### src/rtl/tvc_pkg.sv
package tvc_pkg;
  localparam int IRQ_EVT = 0;
  localparam int IRQ_DAT = 1;
  localparam int IRQ_N   = 2;
endpackage

### src/rtl/tvc_edge_sync.sv
// Synchronizes an asynchronous level and flags its rising edge for one cycle.
module tvc_edge_sync #(
  parameter int STAGES = 2
) (
  input  logic clk,
  input  logic rst_n,
  input  logic din,
  output logic rise
);
  logic [STAGES:0] chain_q;
  logic [STAGES:0] chain_d;

  always_comb begin
    chain_d = {chain_q[STAGES-1:0], din};
  end

  always_ff @(posedge clk or negedge rst_n) begin
    if (!rst_n) chain_q <= '0;
    else        chain_q <= chain_d;
  end

  assign rise = chain_q[STAGES-1] & ~chain_q[STAGES];

  // an edge is reported for exactly one cycle
  p_rise_single_r5: assert property (@(posedge clk) disable iff (!rst_n)
    rise |=> !rise);
endmodule

### src/rtl/tvc_ack_pacer.sv
// Holds read acknowledges back for a window after each accepted trigger,
// queues strobes meanwhile and answers them one pulse at a time.
module tvc_ack_pacer #(
  parameter int HOLD_CYCLES = 175000,
  parameter int PEND_W      = 4
) (
  input  logic clk,
  input  logic rst_n,
  input  logic start,
  input  logic cmd_stb,
  output logic ack
);
  localparam int HW = $clog2(HOLD_CYCLES + 1);
  localparam logic [HW-1:0] HOLD_LOAD = HW'(HOLD_CYCLES);

  logic [HW-1:0]     hold_q, hold_d;
  logic [PEND_W-1:0] pend_q, pend_d;
  logic              ack_q, ack_d;
  logic              in_hold, issue, take;

  always_comb begin
    in_hold = (hold_q != '0);
    issue   = !in_hold && !start && (pend_q != '0) && !ack_q;
    take    = cmd_stb && (pend_q != '1);

    hold_d = hold_q;
    if (start)        hold_d = HOLD_LOAD;
    else if (in_hold) hold_d = hold_q - 1'b1;

    pend_d = pend_q;
    if (take && !issue)      pend_d = pend_q + 1'b1;
    else if (!take && issue) pend_d = pend_q - 1'b1;

    ack_d = issue;
  end

  always_ff @(posedge clk or negedge rst_n) begin
    if (!rst_n) begin
      hold_q <= '0;
      pend_q <= '0;
      ack_q  <= 1'b0;
    end else begin
      hold_q <= hold_d;
      pend_q <= pend_d;
      ack_q  <= ack_d;
    end
  end

  assign ack = ack_q;

  // answers are single-cycle pulses, never merged
  p_ack_pulse_r7: assert property (@(posedge clk) disable iff (!rst_n)
    ack_q |=> !ack_q);
  // no answer is visible while the window runs
  p_ack_outside_hold_r6: assert property (@(posedge clk) disable iff (!rst_n)
    ack_q |-> !in_hold);
  // an accepted trigger opens the window
  p_start_opens_r6: assert property (@(posedge clk) disable iff (!rst_n)
    start |=> in_hold);
endmodule

### src/rtl/tvc_timeouts.sv
// Event and data timeout timers with sticky, write-one-to-clear flags.
module tvc_timeouts
  import tvc_pkg::*;
#(
  parameter int TW = 24
) (
  input  logic             clk,
  input  logic             rst_n,
  input  logic             start,
  input  logic             beat,
  input  logic [TW-1:0]    evt_lim,
  input  logic [TW-1:0]    dat_lim,
  input  logic [IRQ_N-1:0] clr,
  output logic [IRQ_N-1:0] flags
);
  logic             run_q, run_d, seen_q, seen_d;
  logic [TW-1:0]    el_q, el_d, qt_q, qt_d;
  logic [IRQ_N-1:0] flag_q, flag_d, set;
  logic             dat_fire, evt_fire;

  always_comb begin
    dat_fire = run_q && seen_q && !beat && (qt_q >= dat_lim);
    evt_fire = run_q && !dat_fire && (el_q >= evt_lim);

    run_d  = run_q;
    seen_d = seen_q;
    el_d   = el_q;
    qt_d   = qt_q;
    if (start) begin
      run_d  = 1'b1;
      seen_d = 1'b0;
      el_d   = '0;
      qt_d   = '0;
    end else if (run_q) begin
      if (dat_fire || evt_fire) run_d = 1'b0;
      if (el_q != '1) el_d = el_q + 1'b1;
      if (beat) begin
        seen_d = 1'b1;
        qt_d   = '0;
      end else if (seen_q && (qt_q != '1)) begin
        qt_d = qt_q + 1'b1;
      end
    end

    set          = '0;
    set[IRQ_EVT] = evt_fire;
    set[IRQ_DAT] = dat_fire;
    flag_d       = set | (flag_q & ~clr);
  end

  always_ff @(posedge clk or negedge rst_n) begin
    if (!rst_n) begin
      run_q  <= 1'b0;
      seen_q <= 1'b0;
      el_q   <= '0;
      qt_q   <= '0;
      flag_q <= '0;
    end else begin
      run_q  <= run_d;
      seen_q <= seen_d;
      el_q   <= el_d;
      qt_q   <= qt_d;
      flag_q <= flag_d;
    end
  end

  assign flags = flag_q;

  // an event ends in one outcome only
  p_one_outcome_r10: assert property (@(posedge clk) disable iff (!rst_n)
    !($rose(flag_q[IRQ_EVT]) && $rose(flag_q[IRQ_DAT])));

  for (genvar i = 0; i < IRQ_N; i++) begin : g_sticky
    // a flag only falls through its own clear bit
    p_sticky_r11: assert property (@(posedge clk) disable iff (!rst_n)
      (flag_q[i] && !clr[i]) |=> flag_q[i]);
  end
endmodule

### src/rtl/tvc_veto_counter.sv
// Saturating counter of vetoed triggers.
module tvc_veto_counter #(
  parameter int W = 16
) (
  input  logic         clk,
  input  logic         rst_n,
  input  logic         inc,
  input  logic         clr,
  output logic [W-1:0] cnt
);
  logic [W-1:0] cnt_q, cnt_d;

  always_comb begin
    cnt_d = cnt_q;
    if (clr)                       cnt_d = '0;
    else if (inc && cnt_q != '1)   cnt_d = cnt_q + 1'b1;
  end

  always_ff @(posedge clk or negedge rst_n) begin
    if (!rst_n) cnt_q <= '0;
    else        cnt_q <= cnt_d;
  end

  assign cnt = cnt_q;

  // the top value is held
  p_no_wrap_r12: assert property (@(posedge clk) disable iff (!rst_n)
    (cnt_q == '1 && !clr) |=> cnt_q == '1);
endmodule

### src/rtl/trig_veto_ctrl.sv
module trig_veto_ctrl
  import tvc_pkg::*;
#(
  parameter int HOLD_CYCLES = 175000,
  parameter int TMO_W       = 24,
  parameter int VCNT_W      = 16,
  parameter int PEND_W      = 4,
  parameter int SYNC_STAGES = 2
) (
  input  logic              clk,
  input  logic              rst_n,
  input  logic              trig_raw,
  input  logic              release_cmd,
  input  logic              cmd_stb,
  input  logic              store_beat,
  input  logic [TMO_W-1:0]  evt_tmo_lim,
  input  logic [TMO_W-1:0]  dat_tmo_lim,
  input  logic [IRQ_N-1:0]  irq_clr,
  input  logic              vcnt_clr,
  output logic              trig_out,
  output logic              busy,
  output logic              cmd_ack,
  output logic [VCNT_W-1:0] veto_count,
  output logic              evt_tmo_irq,
  output logic              dat_tmo_irq
);
  logic [1:0]       rs_q;
  logic             rst_n_s;
  logic             rise, accept, veto;
  logic             busy_q, busy_d, trig_q, trig_d;
  logic [IRQ_N-1:0] flags;

  // reset: asserted asynchronously, released on the clock
  always_ff @(posedge clk or negedge rst_n) begin
    if (!rst_n) rs_q <= '0;
    else        rs_q <= {rs_q[0], 1'b1};
  end
  assign rst_n_s = rs_q[1];

  tvc_edge_sync #(.STAGES(SYNC_STAGES)) u_sync (
    .clk(clk), .rst_n(rst_n_s), .din(trig_raw), .rise(rise)
  );

  always_comb begin
    accept = rise && !busy_q;
    veto   = rise && busy_q;
    busy_d = busy_q;
    if (accept)           busy_d = 1'b1;
    else if (release_cmd) busy_d = 1'b0;
    trig_d = accept;
  end

  always_ff @(posedge clk or negedge rst_n_s) begin
    if (!rst_n_s) begin
      busy_q <= 1'b1;
      trig_q <= 1'b0;
    end else begin
      busy_q <= busy_d;
      trig_q <= trig_d;
    end
  end

  tvc_ack_pacer #(.HOLD_CYCLES(HOLD_CYCLES), .PEND_W(PEND_W)) u_pacer (
    .clk(clk), .rst_n(rst_n_s), .start(accept), .cmd_stb(cmd_stb), .ack(cmd_ack)
  );

  tvc_timeouts #(.TW(TMO_W)) u_tmo (
    .clk(clk), .rst_n(rst_n_s), .start(accept), .beat(store_beat),
    .evt_lim(evt_tmo_lim), .dat_lim(dat_tmo_lim), .clr(irq_clr), .flags(flags)
  );

  tvc_veto_counter #(.W(VCNT_W)) u_vcnt (
    .clk(clk), .rst_n(rst_n_s), .inc(veto), .clr(vcnt_clr), .cnt(veto_count)
  );

  assign trig_out    = trig_q;
  assign busy        = busy_q;
  assign evt_tmo_irq = flags[IRQ_EVT];
  assign dat_tmo_irq = flags[IRQ_DAT];

  // a delivered trigger was sampled while idle
  p_trig_needs_idle_r3: assert property (@(posedge clk) disable iff (!rst_n_s)
    trig_q |-> !$past(busy_q));
  // delivery sets busy on the same edge
  p_busy_with_trig_r2: assert property (@(posedge clk) disable iff (!rst_n_s)
    trig_q |-> busy_q);
  // a release with no trigger edge leaves the block idle
  p_release_r4: assert property (@(posedge clk) disable iff (!rst_n_s)
    (release_cmd && !rise) |=> !busy_q);
endmodule

### config.mk
export PLATFORM = sky130hd
export DESIGN_NAME = trig_veto_ctrl
export DESIGN_NICKNAME = d
export VERILOG_FILES = /design/src/rtl/tvc_pkg.sv /design/src/rtl/tvc_edge_sync.sv /design/src/rtl/tvc_ack_pacer.sv /design/src/rtl/tvc_timeouts.sv /design/src/rtl/tvc_veto_counter.sv /design/src/rtl/trig_veto_ctrl.sv
export SDC_FILE = /design/constraint.sdc
export NUM_CORES = 1
export LEC_CHECK = 0
export BUFFER_PORTS_ARGS = -buffer_cell sky130_fd_sc_hd__buf_2
export CELL_PAD_IN_SITES_DETAIL_PLACEMENT = 1
export CELL_PAD_IN_SITES_GLOBAL_PLACEMENT = 1
export CORE_ASPECT_RATIO = 0.6
export CORE_UTILIZATION = 50
export CTS_BUF_LIST = sky130_fd_sc_hd__clkbuf_8
export CTS_CLUSTER_DIAMETER = 40
export DETAILED_ROUTE_END_ITERATION = 10
export HOLD_SLACK_MARGIN = 0.06
export PLACE_DENSITY = 0.9
export SLEW_MARGIN = 10
export SYNTH_ARGS = -nofsm -noshare
export SYNTH_HDL_FRONTEND = slang
export SYNTH_SLANG_ARGS = --single-unit
export TNS_END_PERCENT = 30
### constraint.sdc
create_clock -name clk -period 8.5 [get_ports clk]
set_input_delay 1.7 -clock clk [delete_from_list [all_inputs] [get_ports clk]]
set_output_delay 1.7 -clock clk [all_outputs]
set_load 0.05 [all_outputs]
[Word-level counts from Yosys, hierarchy flattened]
Cells that the tools add are included.
Storage, ports and cells
  flip-flop bits (word level): 98
  latch bits: 0
  memory bits (writable): 0
  ROM bits: 0
  input bits: 57
  output and inout port bits: 21
  word-level logic and storage cells: 88
  memories: 0
Operators by class
  add/sub/neg operators: 6
  $mul: 0
  div/mod/pow operators: 0
  order comparisons: 2
  equal/unequal tests: 4
  shifts and indexed selects: 0
  muxes and demuxes: 21
  bitwise logic cells: 5
  reduce and logical (&&, ||, !) cells: 37
Operator list (number)
  2-to-1 mux 24 bit: 7
  adder 24 x 1 -> 24 bit, second input constant: 2
  greater-or-equal comparator 24 bit: 2
  inequality test 24 bit, second input constant: 2
  2-to-1 mux 18 bit: 2
  2-to-1 mux 16 bit: 2
  nonzero test 18 bit: 1
  subtractor 18 x 1 -> 18 bit, second input constant: 1
  adder 16 x 1 -> 16 bit, second input constant: 1
  inequality test 16 bit, second input constant: 1
  logical AND 1 bit: 15
  nonzero test 2 bit: 7
  logical NOT 1 bit: 8
  2-to-1 mux 1 bit: 8
  2-to-1 mux 4 bit: 2
  AND reduction 2 bit: 3
  adder 4 x 1 -> 4 bit, second input constant: 1
  inequality test 4 bit, second input constant: 1
  nonzero test 4 bit: 1
  subtractor 4 x 1 -> 4 bit, second input constant: 1
  nonzero test 3 bit: 1
  AND 2 bit: 1
  inverter 2 bit: 1
  bitwise OR 2 bit: 1
  other kinds (3): 3

[Depth between registers and ports, before layout]
  word-level depth: 10
  depth in mapped cells: 14
  gate-level depth less buffers: 14

[Modules after synthesis]
Synthesis repeated with hierarchy kept, for this count alone.
Unflattened totals
  cells, all modules: 713
  area, all modules: 6406.1 µm²
Modules (own cells, without submodules)
  tvc_timeouts: instances 1, cells each 459, area each 3856.2 µm², sequential area each 1301.2 µm²
  tvc_ack_pacer: instances 1, cells each 143, area each 1381.3 µm², sequential area each 575.6 µm²
  tvc_veto_counter: instances 1, cells each 98, area each 942.2 µm², sequential area each 400.4 µm²
  trig_veto_ctrl: instances 1, cells each 9, area each 137.6 µm², sequential area each 101.3 µm²
  tvc_edge_sync: instances 1, cells each 4, area each 88.8 µm², sequential area each 75.1 µm²

[Worst setup path before layout]
No wires, ideal clock.
  path type: input to register
  start: in dat_tmo_lim[0]
  end: reg u_tmo.flag_q[0] (netlist: u_tmo.flags[0])
  library setup time: 0.067 ns
  arrival: 3.470 ns
  required time: 8.433 ns
  setup slack: 4.963 ns
  stages on the path: 7
  cell sequence: ha_1 nand2b_1 a2111oi_0 a2111oi_0 or4_1 o311ai_0 a22o_1
On the way
  word-level cells in the longest chain between the ends: 6
RTL lines
  from (decl): line trig_veto_ctrl.sv:17  | input logic [TMO_W-1:0] dat_tmo_lim,
  greater-or-equal comparator 24 bit: line tvc_timeouts.sv:22  | dat_fire = run_q && seen_q && !beat && (qt_q >= dat_lim);
  logical AND 1 bit: line tvc_timeouts.sv:22
  logical NOT 1 bit: line tvc_timeouts.sv:23  | evt_fire = run_q && !dat_fire && (el_q >= evt_lim);
  logical AND 1 bit (2 in a row): line tvc_timeouts.sv:23
  bitwise OR 2 bit: line tvc_timeouts.sv:48  | flag_d = set | (flag_q & ~clr);
  named net u_tmo.flag_d[0]: line tvc_timeouts.sv:18  | logic [IRQ_N-1:0] flag_q, flag_d, set;
  to (signal assigned): line tvc_timeouts.sv:63  | flag_q <= flag_d;
  to (decl): line tvc_timeouts.sv:18
The timed path passes the listed nets, and every way through them passes these cells.
A chain may end at the register's enable or synchronous reset.

[Worst setup path in the final report]
  start: in dat_tmo_lim[0]
  end: reg u_tmo.run_q
On the way
  word-level cells in the longest chain between the ends: 9
RTL lines
  greater-or-equal comparator 24 bit *: line tvc_timeouts.sv:22
  logical AND 1 bit *: line tvc_timeouts.sv:22
  logical NOT 1 bit: line tvc_timeouts.sv:23
  logical AND 1 bit (2 in a row): line tvc_timeouts.sv:23
  logical OR 1 bit *: line tvc_timeouts.sv:35  | if (dat_fire || evt_fire) run_d = 1'b0;
  2-to-1 mux 1 bit *: line tvc_timeouts.sv:35
  2-to-1 mux 1 bit *: line tvc_timeouts.sv:34  | end else if (run_q) begin
  2-to-1 mux 1 bit *: line tvc_timeouts.sv:29  | if (start) begin
  named net u_tmo.run_d: line tvc_timeouts.sv:16  | logic run_q, run_d, seen_q, seen_d;
  to (signal assigned): line tvc_timeouts.sv:59  | run_q <= run_d;
  to (decl): line tvc_timeouts.sv:16
The timed path passes the listed nets; every way through them passes the cells marked *.

==> metrics.cfg <==
[floorplanning]
die_width_um = 145
dieArea_um2 = 12800
die_h_um = 88.0
placementRows = 30
core-area_um2 = 11600
start_util_pct = 52.9
io_pins = 78

[critical_path]
r2r-end = u_pacer.pend_q[3]
path_cells = buf_2 > ha_1 > nand2b_1 > a2111oi_0 > a2111oi_0 > or4_1 > o311ai_0 > a21o_1
cp_common_cell = a2111oi_0
rr_worst_depth = 12
reg2reg_from = u_pacer.hold_q[4]
crit_path_end = u_tmo.run_q
cp.arrival_ns = 4.03
cp-end-kind = flip-flop
max_stage_delay_ns = 0.50
slowest_stage = or4_1
worst-setup-path-type = primary input to flip-flop
critPathRequiredTime_ns = 8.81
startpoint_type = primary input
r2r_slack_ns = 4.86
setup.worst_path.start = dat_tmo_lim[0]
crit_fanout = 2

[routing]
wl_met2_um = 7620
top_layer = met4
remaining_drc_errors = 0
viasPerCell = 5.69
num_vias = 5167
final_antenna_net_count = 0
wl_um = 16200
drt-initial-drc-count = 344
wl_met1_um = 7440
dr_wl_met3_um = 865
drt_pass1_iterations = 4
avgRoutedWirePerCell_um = 17.8

[global_route]
antenna_found_initial = 0
grt_pass1_vias = 5547
grt-ovfl-total = 0
grt_pass1_wl_um = 27400
grt_max_degree = 54
grt_use_total_pct = 27.2

[placed_design]
portBuffers = 77
dp_hpwl_um = 12100
gp_congestion = 0.835
dp_slack_ns = 4.45

[clocking]
postCtsHoldBufs = 0
cts-buffers-inserted = 9
postCtsSetupBuffers = 0
clockBufferDepth = 2
clock_sinks = 98
h-tree-depth = 3
path_clk_slew_ns = 0.10
root_buffer = clkbuf_8
cts_tree = built
cts_resized = 0
clock_latency_ns = 0.38

[logic_synthesis]
synth_cell_type_count = 61
syn_inst = 670
avgSynthCellArea_um2 = 9.19
yosysSeqAreaShare_pct = 39.8
synth_top_area_share_pct = 39.4
synth.area.top_cells = dfrtp_1, ha_1, nor2_1
ys_warn_count = 0
ys.flop_type = dfrtp_1
synth-edff-count = 0
syn_nets = 784
async_flop_share_pct = 100
yosysTopAreaCell = dfrtp_1
syn_area_um2 = 6160
ys_ff_latch = 98

[timing]
fmax_mhz = 269
period_minus_slack_ns = 3.72
setup_ws_ns = 4.78
worst_pin_slew_ns = 1.03
finalHoldViolations = 0
grt_setup_unrepaired = false
finalCritPeriodShare_pct = 43.7
setup_viol = 0
finalSetupTns_ns = 0
finalMaxSlewViolations = 0
finalClockSkew_ns = 0.0143
relSlewSlack_pct = 31.4

[pwr]
power_density_nw_per_um2 = 160
seqPwrFrac_pct = 50.9
p_clk_share_pct = 29.6
ir_drop_mv = 0.149
pwr-share-comb_pct = 19.6
power_leakage_nw = 3.46
sw_frac_of_total_pct = 31.2
internal-power_mw = 0.761
p_switching_mw = 0.345

[finish]
diodes = 0
drive_gt1_share_pct = 15.5
area_delta_synth_final_pct = 12.3
nets = 857

[min_path]
holdCritPathClass = flip-flop to asynchronous set/reset pin

[outcome]
outcome = completed

[run]
cap_violations = 0

[registers in the layout, summed over array words and instances, names as in the netlist]
signal / cells
busy: 1
u_pacer.ack: 1
u_pacer.hold_q: 18
trig_out: 1
u_vcnt.cnt: 16
rs_q: 2
u_tmo.qt_q: 24
u_tmo.flags: 2
u_tmo.run_q: 1
u_sync.chain_q: 3
u_tmo.el_q: 24
u_pacer.pend_q: 4
u_tmo.seen_q: 1
[layout make-up]
cell class | count | area, um^2
multi-input combinational | 488 | 3380
clock buffer | 12 | 165
sequential | 98 | 2460
inverter | 66 | 248
timing repair buffer | 80 | 408
clock inverter | 4 | 51.3
fill | 1395 | 4720
tap | 160 | 200
[cells in the mapped netlist, types with 2 or more instances]
cell	n
a2111oi_0	5
a211oi_1	13
a21o_1	8
a21oi_1	30
a22o_1	2
a31o_2	2
a31oi_1	5
and2_1	2
and3_1	13
and3_2	2
and4_1	6
buf_1	2
buf_2	4
clkbuf_1	12
dfrtp_1	97
ha_1	56
inv_1	65
mux2i_1	3
nand2_1	46
nand2b_1	4
nand3_1	29
nand3b_1	3
nand4_1	21
nor2_1	83
nor2b_1	4
nor3_1	11
nor4_1	8
o2111ai_1	6
o211ai_1	4
o21a_1	3
o21ai_0	20
o31ai_1	2
or3_1	2
or3_2	3
or4_4	2
xnor2_1	33
xor2_1	35
[power by group through the flow]
stage	combinational, mW	clock (mW)	sequential, mW
6_report	0.216	0.327	0.562
5_1_grt	0.243	0.348	0.569
4_1_cts	0.218	0.331	0.562
3_5_place_dp	0.214	0	0.570
3_3_place_gp	0.193	0	0.566
2_1_floorplan	0.147	0	0.564
[how the worst min path moves through the flow]
stage               slack, ns            endpoint  depth (start not counted)
floorplan                0.33             rs_q[1]                          0
global placement         0.34   u_sync.chain_q[1]                          0
detailed placement       0.34             rs_q[1]                          0
CTS                      0.36             rs_q[1]                          0
global route             0.37             rs_q[1]                          0
finish                   0.34  u_pacer.hold_q[12]                          0
[cells in the final DEF (no fill, tap or decap), drive strengths merged, types with 12 or more instances in the layout]
master,n
dfrtp,97
nor2,83
buf,80
inv,67
ha,56
nand2,46
xor2,35
xnor2,33
a21oi,30
nand3,29
nand4,22
o21ai,21
and3,15
a211oi,13
clkbuf,12
[worst max-delay path, delay by kind of cell]
family,cells,cell delay (ns)
AO/OA/AOI/OAI,4,1.30
adder cells (fa/ha/maj),1,0.28
buffers and inverters,1,0.10
AND/OR/NAND/NOR,2,0.65
[per-layer routing]
layer	up-vias	track usage (%)
met5	-	0
met2	136	46.1
met3	26	5.36
li1	2483	-
met4	0	8.71
met1	2522	35.8
[through the flow]
stage | power (mW) | cell area, um^2 | hold slack, ns | cells | util, %
2_1_floorplan | 0.711 | 6160 | 0.331 | 670 | -
3_3_place_gp | 0.759 | 6700 | 0.335 | 892 | 57.5
3_5_place_dp | 0.784 | 6700 | 0.340 | 892 | 57.5
4_1_cts | 1.11 | 6910 | 0.363 | 908 | 59.4
5_1_grt | 1.16 | 6910 | 0.370 | 908 | 59.4
6_report | 1.11 | 6910 | 0.340 | 908 | 59.4
[cells by family after synthesis]
group | after synthesis | share of synthesized area (%)
and+or+nand+nor | 247 | 20.5
AOI/OAI and AO/OA | 111 | 12.3
DFF | 98 | 39.8
buffers and inverters | 84 | 5.20
xor gates and xnor gates | 68 | 9.67
adders and majority gates | 57 | 11.7
muxes | 4 | 0.671
other | 1 | 0.0609
Power figures use the tool's default switching activity.
